==> src/rtl/oc_pkg.sv <==
package oc_pkg;
    typedef enum logic [2:0] {
        OP_CNTCMP  = 3'd0,
        OP_STORE   = 3'd1,
        OP_ADD     = 3'd2,
        OP_SUB     = 3'd3,
        OP_NEGLOAD = 3'd4,
        OP_SWAP    = 3'd5,
        OP_AND     = 3'd6,
        OP_NOP     = 3'd7
    } op_e;

    localparam int SKIP_W = 2;
endpackage

==> src/rtl/oc_eac_adder.sv <==
module oc_eac_adder #(
    parameter int WIDTH = 16
) (
    input  logic [WIDTH-1:0] a,
    input  logic [WIDTH-1:0] b,
    output logic [WIDTH-1:0] sum
);
    logic [WIDTH:0] raw;

    always_comb begin
        raw = {1'b0, a} + {1'b0, b};
        // carry out of the top bit folds back into bit 0
        sum = raw[WIDTH-1:0] + {{(WIDTH-1){1'b0}}, raw[WIDTH]};
    end
endmodule

==> src/rtl/oc_cntcmp.sv <==
module oc_cntcmp #(
    parameter int WIDTH = 16
) (
    input  logic [WIDTH-1:0] opnd,
    output logic [WIDTH-1:0] dim,
    output logic [1:0]       skip
);
    localparam logic [WIDTH-1:0] ONES = '1;
    localparam logic [WIDTH-1:0] ONE  = {{(WIDTH-1){1'b0}}, 1'b1};

    always_comb begin
        if (opnd == '0) begin
            dim  = '0;
            skip = 2'd1;
        end else if (opnd == ONES) begin
            dim  = '0;
            skip = 2'd3;
        end else if (!opnd[WIDTH-1]) begin
            dim  = opnd - ONE;
            skip = 2'd0;
        end else begin
            dim  = ~opnd - ONE;
            skip = 2'd2;
        end
    end
endmodule

==> src/rtl/oc_store_fix.sv <==
module oc_store_fix #(
    parameter int WIDTH = 16
) (
    input  logic [WIDTH-1:0] acc,
    output logic [WIDTH-2:0] wword,
    output logic [WIDTH-1:0] acc_fix,
    output logic             ovf
);
    localparam int TOP = WIDTH - 1;
    localparam int OVB = WIDTH - 2;

    always_comb begin
        ovf   = acc[TOP] ^ acc[OVB];
        // top bit always becomes the stored sign; equals bit OVB when no overflow
        wword = {acc[TOP], acc[OVB-1:0]};
        if (!ovf)
            acc_fix = acc;
        else if (acc[TOP])
            acc_fix = {{(WIDTH-1){1'b1}}, 1'b0};
        else
            acc_fix = {{(WIDTH-1){1'b0}}, 1'b1};
    end
endmodule

==> src/rtl/oc_accum_unit.sv <==
module oc_accum_unit
    import oc_pkg::*;
#(
    parameter int WIDTH = 16
) (
    input  logic              clk,
    input  logic              rst_n,
    input  logic              op_valid,
    input  logic [2:0]        op_code,
    input  logic [WIDTH-2:0]  mem_rdata,
    input  logic              mem_ro,
    output logic [WIDTH-1:0]  acc_out,
    output logic [WIDTH-2:0]  wr_data,
    output logic              wr_en,
    output logic [SKIP_W-1:0] skip_cnt,
    output logic              res_valid
);
    localparam int MW = WIDTH - 1;

    typedef struct packed {
        logic [WIDTH-1:0]  acc;
        logic [MW-1:0]     wdata;
        logic              we;
        logic [SKIP_W-1:0] skip;
        logic              vld;
    } state_t;

    state_t st_q, st_d;

    logic [WIDTH-1:0]  opnd_d;
    logic [WIDTH-1:0]  add_d, sub_d, dim_d, fix_d;
    logic [MW-1:0]     stw_d;
    logic [1:0]        ccs_skip_d;
    logic              ovf_d;

    assign opnd_d = {mem_rdata[MW-1], mem_rdata};

    oc_eac_adder #(.WIDTH(WIDTH)) u_add (
        .a(st_q.acc), .b(opnd_d), .sum(add_d)
    );
    oc_eac_adder #(.WIDTH(WIDTH)) u_sub (
        .a(st_q.acc), .b(~opnd_d), .sum(sub_d)
    );
    oc_cntcmp #(.WIDTH(WIDTH)) u_ccs (
        .opnd(opnd_d), .dim(dim_d), .skip(ccs_skip_d)
    );
    oc_store_fix #(.WIDTH(WIDTH)) u_fix (
        .acc(st_q.acc), .wword(stw_d), .acc_fix(fix_d), .ovf(ovf_d)
    );

    always_comb begin
        st_d      = st_q;
        st_d.vld  = op_valid;
        st_d.we   = 1'b0;
        st_d.skip = '0;
        if (op_valid) begin
            case (op_e'(op_code))
                OP_CNTCMP: begin
                    st_d.acc  = dim_d;
                    st_d.skip = ccs_skip_d;
                end
                OP_STORE: begin
                    st_d.we    = 1'b1;
                    st_d.wdata = stw_d;
                    st_d.acc   = fix_d;
                    st_d.skip  = {1'b0, ovf_d};
                end
                OP_ADD:     st_d.acc = add_d;
                OP_SUB:     st_d.acc = sub_d;
                OP_NEGLOAD: st_d.acc = ~opnd_d;
                OP_SWAP: begin
                    st_d.acc   = opnd_d;
                    st_d.we    = !mem_ro;
                    st_d.wdata = stw_d;
                end
                OP_AND:     st_d.acc = opnd_d & st_q.acc;
                default:    st_d.acc = st_q.acc;
            endcase
        end
    end

    always_ff @(posedge clk) begin
        if (!rst_n)
            st_q <= '0;
        else
            st_q <= st_d;
    end

    assign acc_out   = st_q.acc;
    assign wr_data   = st_q.wdata;
    assign wr_en     = st_q.we;
    assign skip_cnt  = st_q.skip;
    assign res_valid = st_q.vld;
endmodule

==> config.mk <==
export PLATFORM = sky130hd
export DESIGN_NAME = oc_accum_unit
export DESIGN_NICKNAME = d
export VERILOG_FILES = /design/src/rtl/oc_pkg.sv /design/src/rtl/oc_eac_adder.sv /design/src/rtl/oc_cntcmp.sv /design/src/rtl/oc_store_fix.sv /design/src/rtl/oc_accum_unit.sv
export SDC_FILE = /design/constraint.sdc
export NUM_CORES = 1
export LEC_CHECK = 0
export ABC_CLOCK_PERIOD_IN_PS = 6500
export CORE_MARGIN = 3
export CORE_UTILIZATION = 45
export CTS_CLUSTER_DIAMETER = 40
export CTS_CLUSTER_SIZE = 24
export DETAILED_ROUTE_END_ITERATION = 16
export PLACE_DENSITY = 0.7
export SETUP_SLACK_MARGIN = 0.02
export SLEW_MARGIN = 5
export SYNTH_ARGS = -nofsm -noshare
export SYNTH_HDL_FRONTEND = slang
export SYNTH_HIERARCHICAL = 1
export SYNTH_SLANG_ARGS = --single-unit
==> constraint.sdc <==
create_clock -name clk -period 6.5 [get_ports clk]
set_input_delay 1.3 -clock clk [delete_from_list [all_inputs] [get_ports clk]]
set_output_delay 1.3 -clock clk [all_outputs]
set_load 0.02 [all_outputs]
==> impl_metrics.py <==
metrics = {
    "finish": {
        "share_of_cells_above_drive_strength_1_pct": 10.1,
        "antenna_cells_inserted": 0,
        "finalNetCount": 837,
        "final_cell_count_no_fill": 915,
        "layout.filler_cells": 1128,
        "area.growth.synth_to_final_pct": 11.9,
        "final_core_utilization_pct": 52.4,
    },
    "global_routing": {
        "antenna_found_initial": 0,
        "first_global_vias": 5182,
        "grt_first_pass_wirelength_um": 28600,
        "largest_net_degree_at_the_start_of_global_routing": 44,
        "track_usage_pct": 27.2,
        "grt_overflow_total": 0,
    },
    "setup_path": {
        "critical_path.slowest_cell": "clkdlybuf4s50_1",
        "slowest_delay_ps": 480,
        "critPathCaptureType": "flop",
        "crit_path_start_kind": "input port",
        "cp_required_ps": 6670,
        "crit_path_cell_trace": "clkdlybuf4s50_1 > inv_1 > ha_1 > fa_1 > a211oi_2 > o211a_1 > nor4_1 > or3_1 > a21oi_2 > nor2b_1 > o21ai_0 > nand2b_1 > ha_1 > ha_1 > and4_1 > and3_1 > xor2_1 > or2_2 > a221oi_1 > o221a_2 > o21ai_1",
        "critical_path.n_buffers_inverters": 2,
        "crit_top_cell": "ha_1",
        "r2r_cells": 19,
        "arrival_ps": 5930,
        "worst-setup-path-type": "input port to flop",
        "reg2reg_to": "acc_out[10]",
        "cp_top_family": "compound AO/OA/AOI/OAI gates",
        "path_max_fanout": 4,
        "reg2reg_from": "acc_out[0]",
        "reg2reg_setup_slack_ps": 1810,
    },
    "worst_hold_path": {
        "hold_end": "wr_data[6]",
        "worst_hold_startpoint": "wr_data[6]",
        "min_path_type": "flop to flop",
        "hold_depth": 2,
    },
    "cts": {
        "cts.path.max_buffers": 2,
        "cts_sinks": 35,
        "cts_post_setup_buffers_inserted": 0,
        "clk_pin_slew_worst_paths_ps": 60,
        "cts.root.buffer_cell": "clkbuf_16",
        "clock_latency_ps": 280,
        "cts_hold_buf": 0,
        "cts_tree": "done",
        "cts_repair_resize_count": 0,
        "cts_inserted_buffers": 5,
        "cts_htree_levels": 2,
    },
    "synthesis": {
        "primary_flip_flop_cell_chosen_by_synthesis_mapping": "dfxtp_1",
        "synth_sequential_area_ratio_pct": 12.9,
        "synth.lib_cells_used.distinct": 84,
        "netlist_instances": 748,
        "avgSynthCellArea_um2": 7.27,
        "synth-seq-cells": 35,
        "synth_enable_flop_cells": 0,
        "postSynth.asyncResetShare_pct": 0,
        "synth_fp_nets": 814,
        "syn_area_mm2": 0.00544,
        "yosys_warnings": 6,
    },
    "floorplan": {
        "design.core.area_mm2": 0.0116,
        "design.portCount": 57,
        "die_area_mm2": 0.0134,
        "initial_core_util_pct": 46.8,
        "die_width_um": 116,
        "fp-row-count": 39,
        "die_height_um": 116,
    },
    "detailed_routing": {
        "via_count": 5782,
        "postRouteAntennaNets": 0,
        "dr.first_iter.drc_count": 641,
        "via_per_inst": 6.32,
        "routed_wirelength_um": 18700,
        "detail_route.wl_per_cell_um": 20.4,
        "remaining_drc_errors": 0,
        "drt_pass1_iterations": 6,
    },
    "placement": {
        "routabilityCongestion": 1.01,
        "dp_cells": 907,
        "portBuffers": 56,
        "place_worst_setup_slack_ps": 568,
        "detailed_place_hpwl_um": 14600,
    },
    "outcome": {
        "outcome": "finished clean",
    },
    "sta": {
        "tightest_slew_margin_relative_to_the_limit_pct": 26.9,
        "finalClockSkew_ps": 9.81,
        "tightestPinTransition_ps": 1090,
        "final_hold_slack_ps": 451,
        "final_hold_viol_count": 0,
        "finalSetupTns_ps": 0,
        "final.min_clock_period_ps": 5760,
        "finalWorstSetupSlack_ps": 742,
        "count_of_final_max_slew_check_failures": 0,
        "post-route-period-util_pct": 88.6,
        "grt_setup_unrepaired": "no",
        "fmaxAchievable_mhz": 174,
        "setup-violations-final": 0,
    },
    "pwr": {
        "total_leakage_power_nw": 2.46,
        "irDropWorstVdd_v": 0.000106,
        "power-per-cell-area_mw_per_mm2": 177,
    },
    "job": {
        "timing.max_cap.violations": 0,
    },
}
## sequential cells by signal (all words and copies together) (netlist names)
| name | count |
|---|---|
| wr_data | 15 |
| wr_en | 1 |
| skip_cnt | 2 |
| acc_out | 16 |
| res_valid | 1 |
## cell usage in the layout (no fill, tap or decap), types with 14 or more instances in the layout
master and instances:
ha_1 42, clkdlybuf4s50_1 56, nand2_1 120, a21oi_1 33
a221oi_1 15, nor2b_1 14, buf_4 18, inv_1 39
dfxtp_1 35, xor2_1 27, o21ai_0 35, xnor2_1 38
nor2_1 41, nand3_1 23, o21ai_1 21
## synthesized netlist by cell type, types with 6 or more instances
cell	count	area share [%]
nand2_1	120	8.3
ha_1	42	9.7
nor2_1	41	2.8
inv_1	39	2.7
xnor2_1	38	6.1
dfxtp_1	35	13
o21ai_0	35	3.2
a21oi_1	33	3.0
xor2_1	27	4.3
nand3_1	23	2.1
buf_4	22	3.0
o21ai_1	21	1.9
a221oi_1	15	2.4
buf_2	14	1.3
nor2b_1	14	1.6
a211oi_1	12	1.7
nor3_1	12	1.1
buf_6	11	2.3
a21boi_1	10	1.4
and3_1	9	1.0
nand4_1	9	1.0
o211ai_1	9	1.2
o221ai_1	9	1.5
o221a_2	8	1.7
or2_2	8	0.92
a21boi_0	7	0.97
o21a_1	7	0.97
a21o_1	6	0.83
o31ai_1	6	0.83
## per-stage QoR
step                      instance area (µm²)  power [mW]
after floorplan                          5440       0.638
after global placement                   5910       0.771
after detailed placement                 5910       0.778
after CTS                                6080        1.07
after global routing                     6080        1.14
final                                    6080        1.08
## how the worst max path moves through the flow
stage / slack (ps) / startpoint / cells past startpoint / endpoint
after CTS: 820 / mem_rdata[0] / 21 / acc_out[10]
after global placement: 670 / mem_rdata[0] / 21 / acc_out[10]
final: 740 / mem_rdata[0] / 21 / acc_out[10]
after floorplan: 1430 / mem_rdata[0] / 20 / acc_out[10]
after global routing: 510 / mem_rdata[0] / 21 / acc_out[10]
after detailed placement: 570 / mem_rdata[0] / 21 / acc_out[10]
## kinds of logic after synthesis
kind of cell	Yosys count	synth area share, %
flip-flops	35	12.9
XOR/XNOR	65	10.5
AND/OR/NAND/NOR	282	25.8
AO/OA/AOI/OAI	217	28.9
multiplexers	7	1.33
adder cells (fa/ha/maj)	44	10.4
buffers and inverters	98	10.2
## routing by layer
metal	share of wire, %	routed length (µm)	global-route usage, %	vias up
met4	3.4	639	9.36	0
met3	8.5	1590	4.33	40
li1	-	-	-	2720
met1	43	7990	37.2	2707
met2	45	8440	43.4	315
met5	0	0	0	-
## where the power goes
part / switching [mW] / total [mW] / internal, mW
combinational: 0.313 / 0.533 / 0.219
sequential: 0.0307 / 0.257 / 0.226
clock: 0.0977 / 0.289 / 0.191
## tightest hold or removal path: stages, from the launching register on
cell,delay (ps)
dfxtp_1,310
nand2_1,50
a21boi_1,50
## cell type report
class | count | area (µm²) | area share, %
clock buffers | 6 | 139 | 2.28
clock inverters | 2 | 35.0 | 0.576
inverters | 40 | 150 | 2.47
multi-input cells | 615 | 4180 | 68.8
flip-flops and latches | 35 | 701 | 11.5
well taps | 143 | 179 | 2.94
repair buffers | 74 | 696 | 11.4
(Power assumes the default switching activity.)
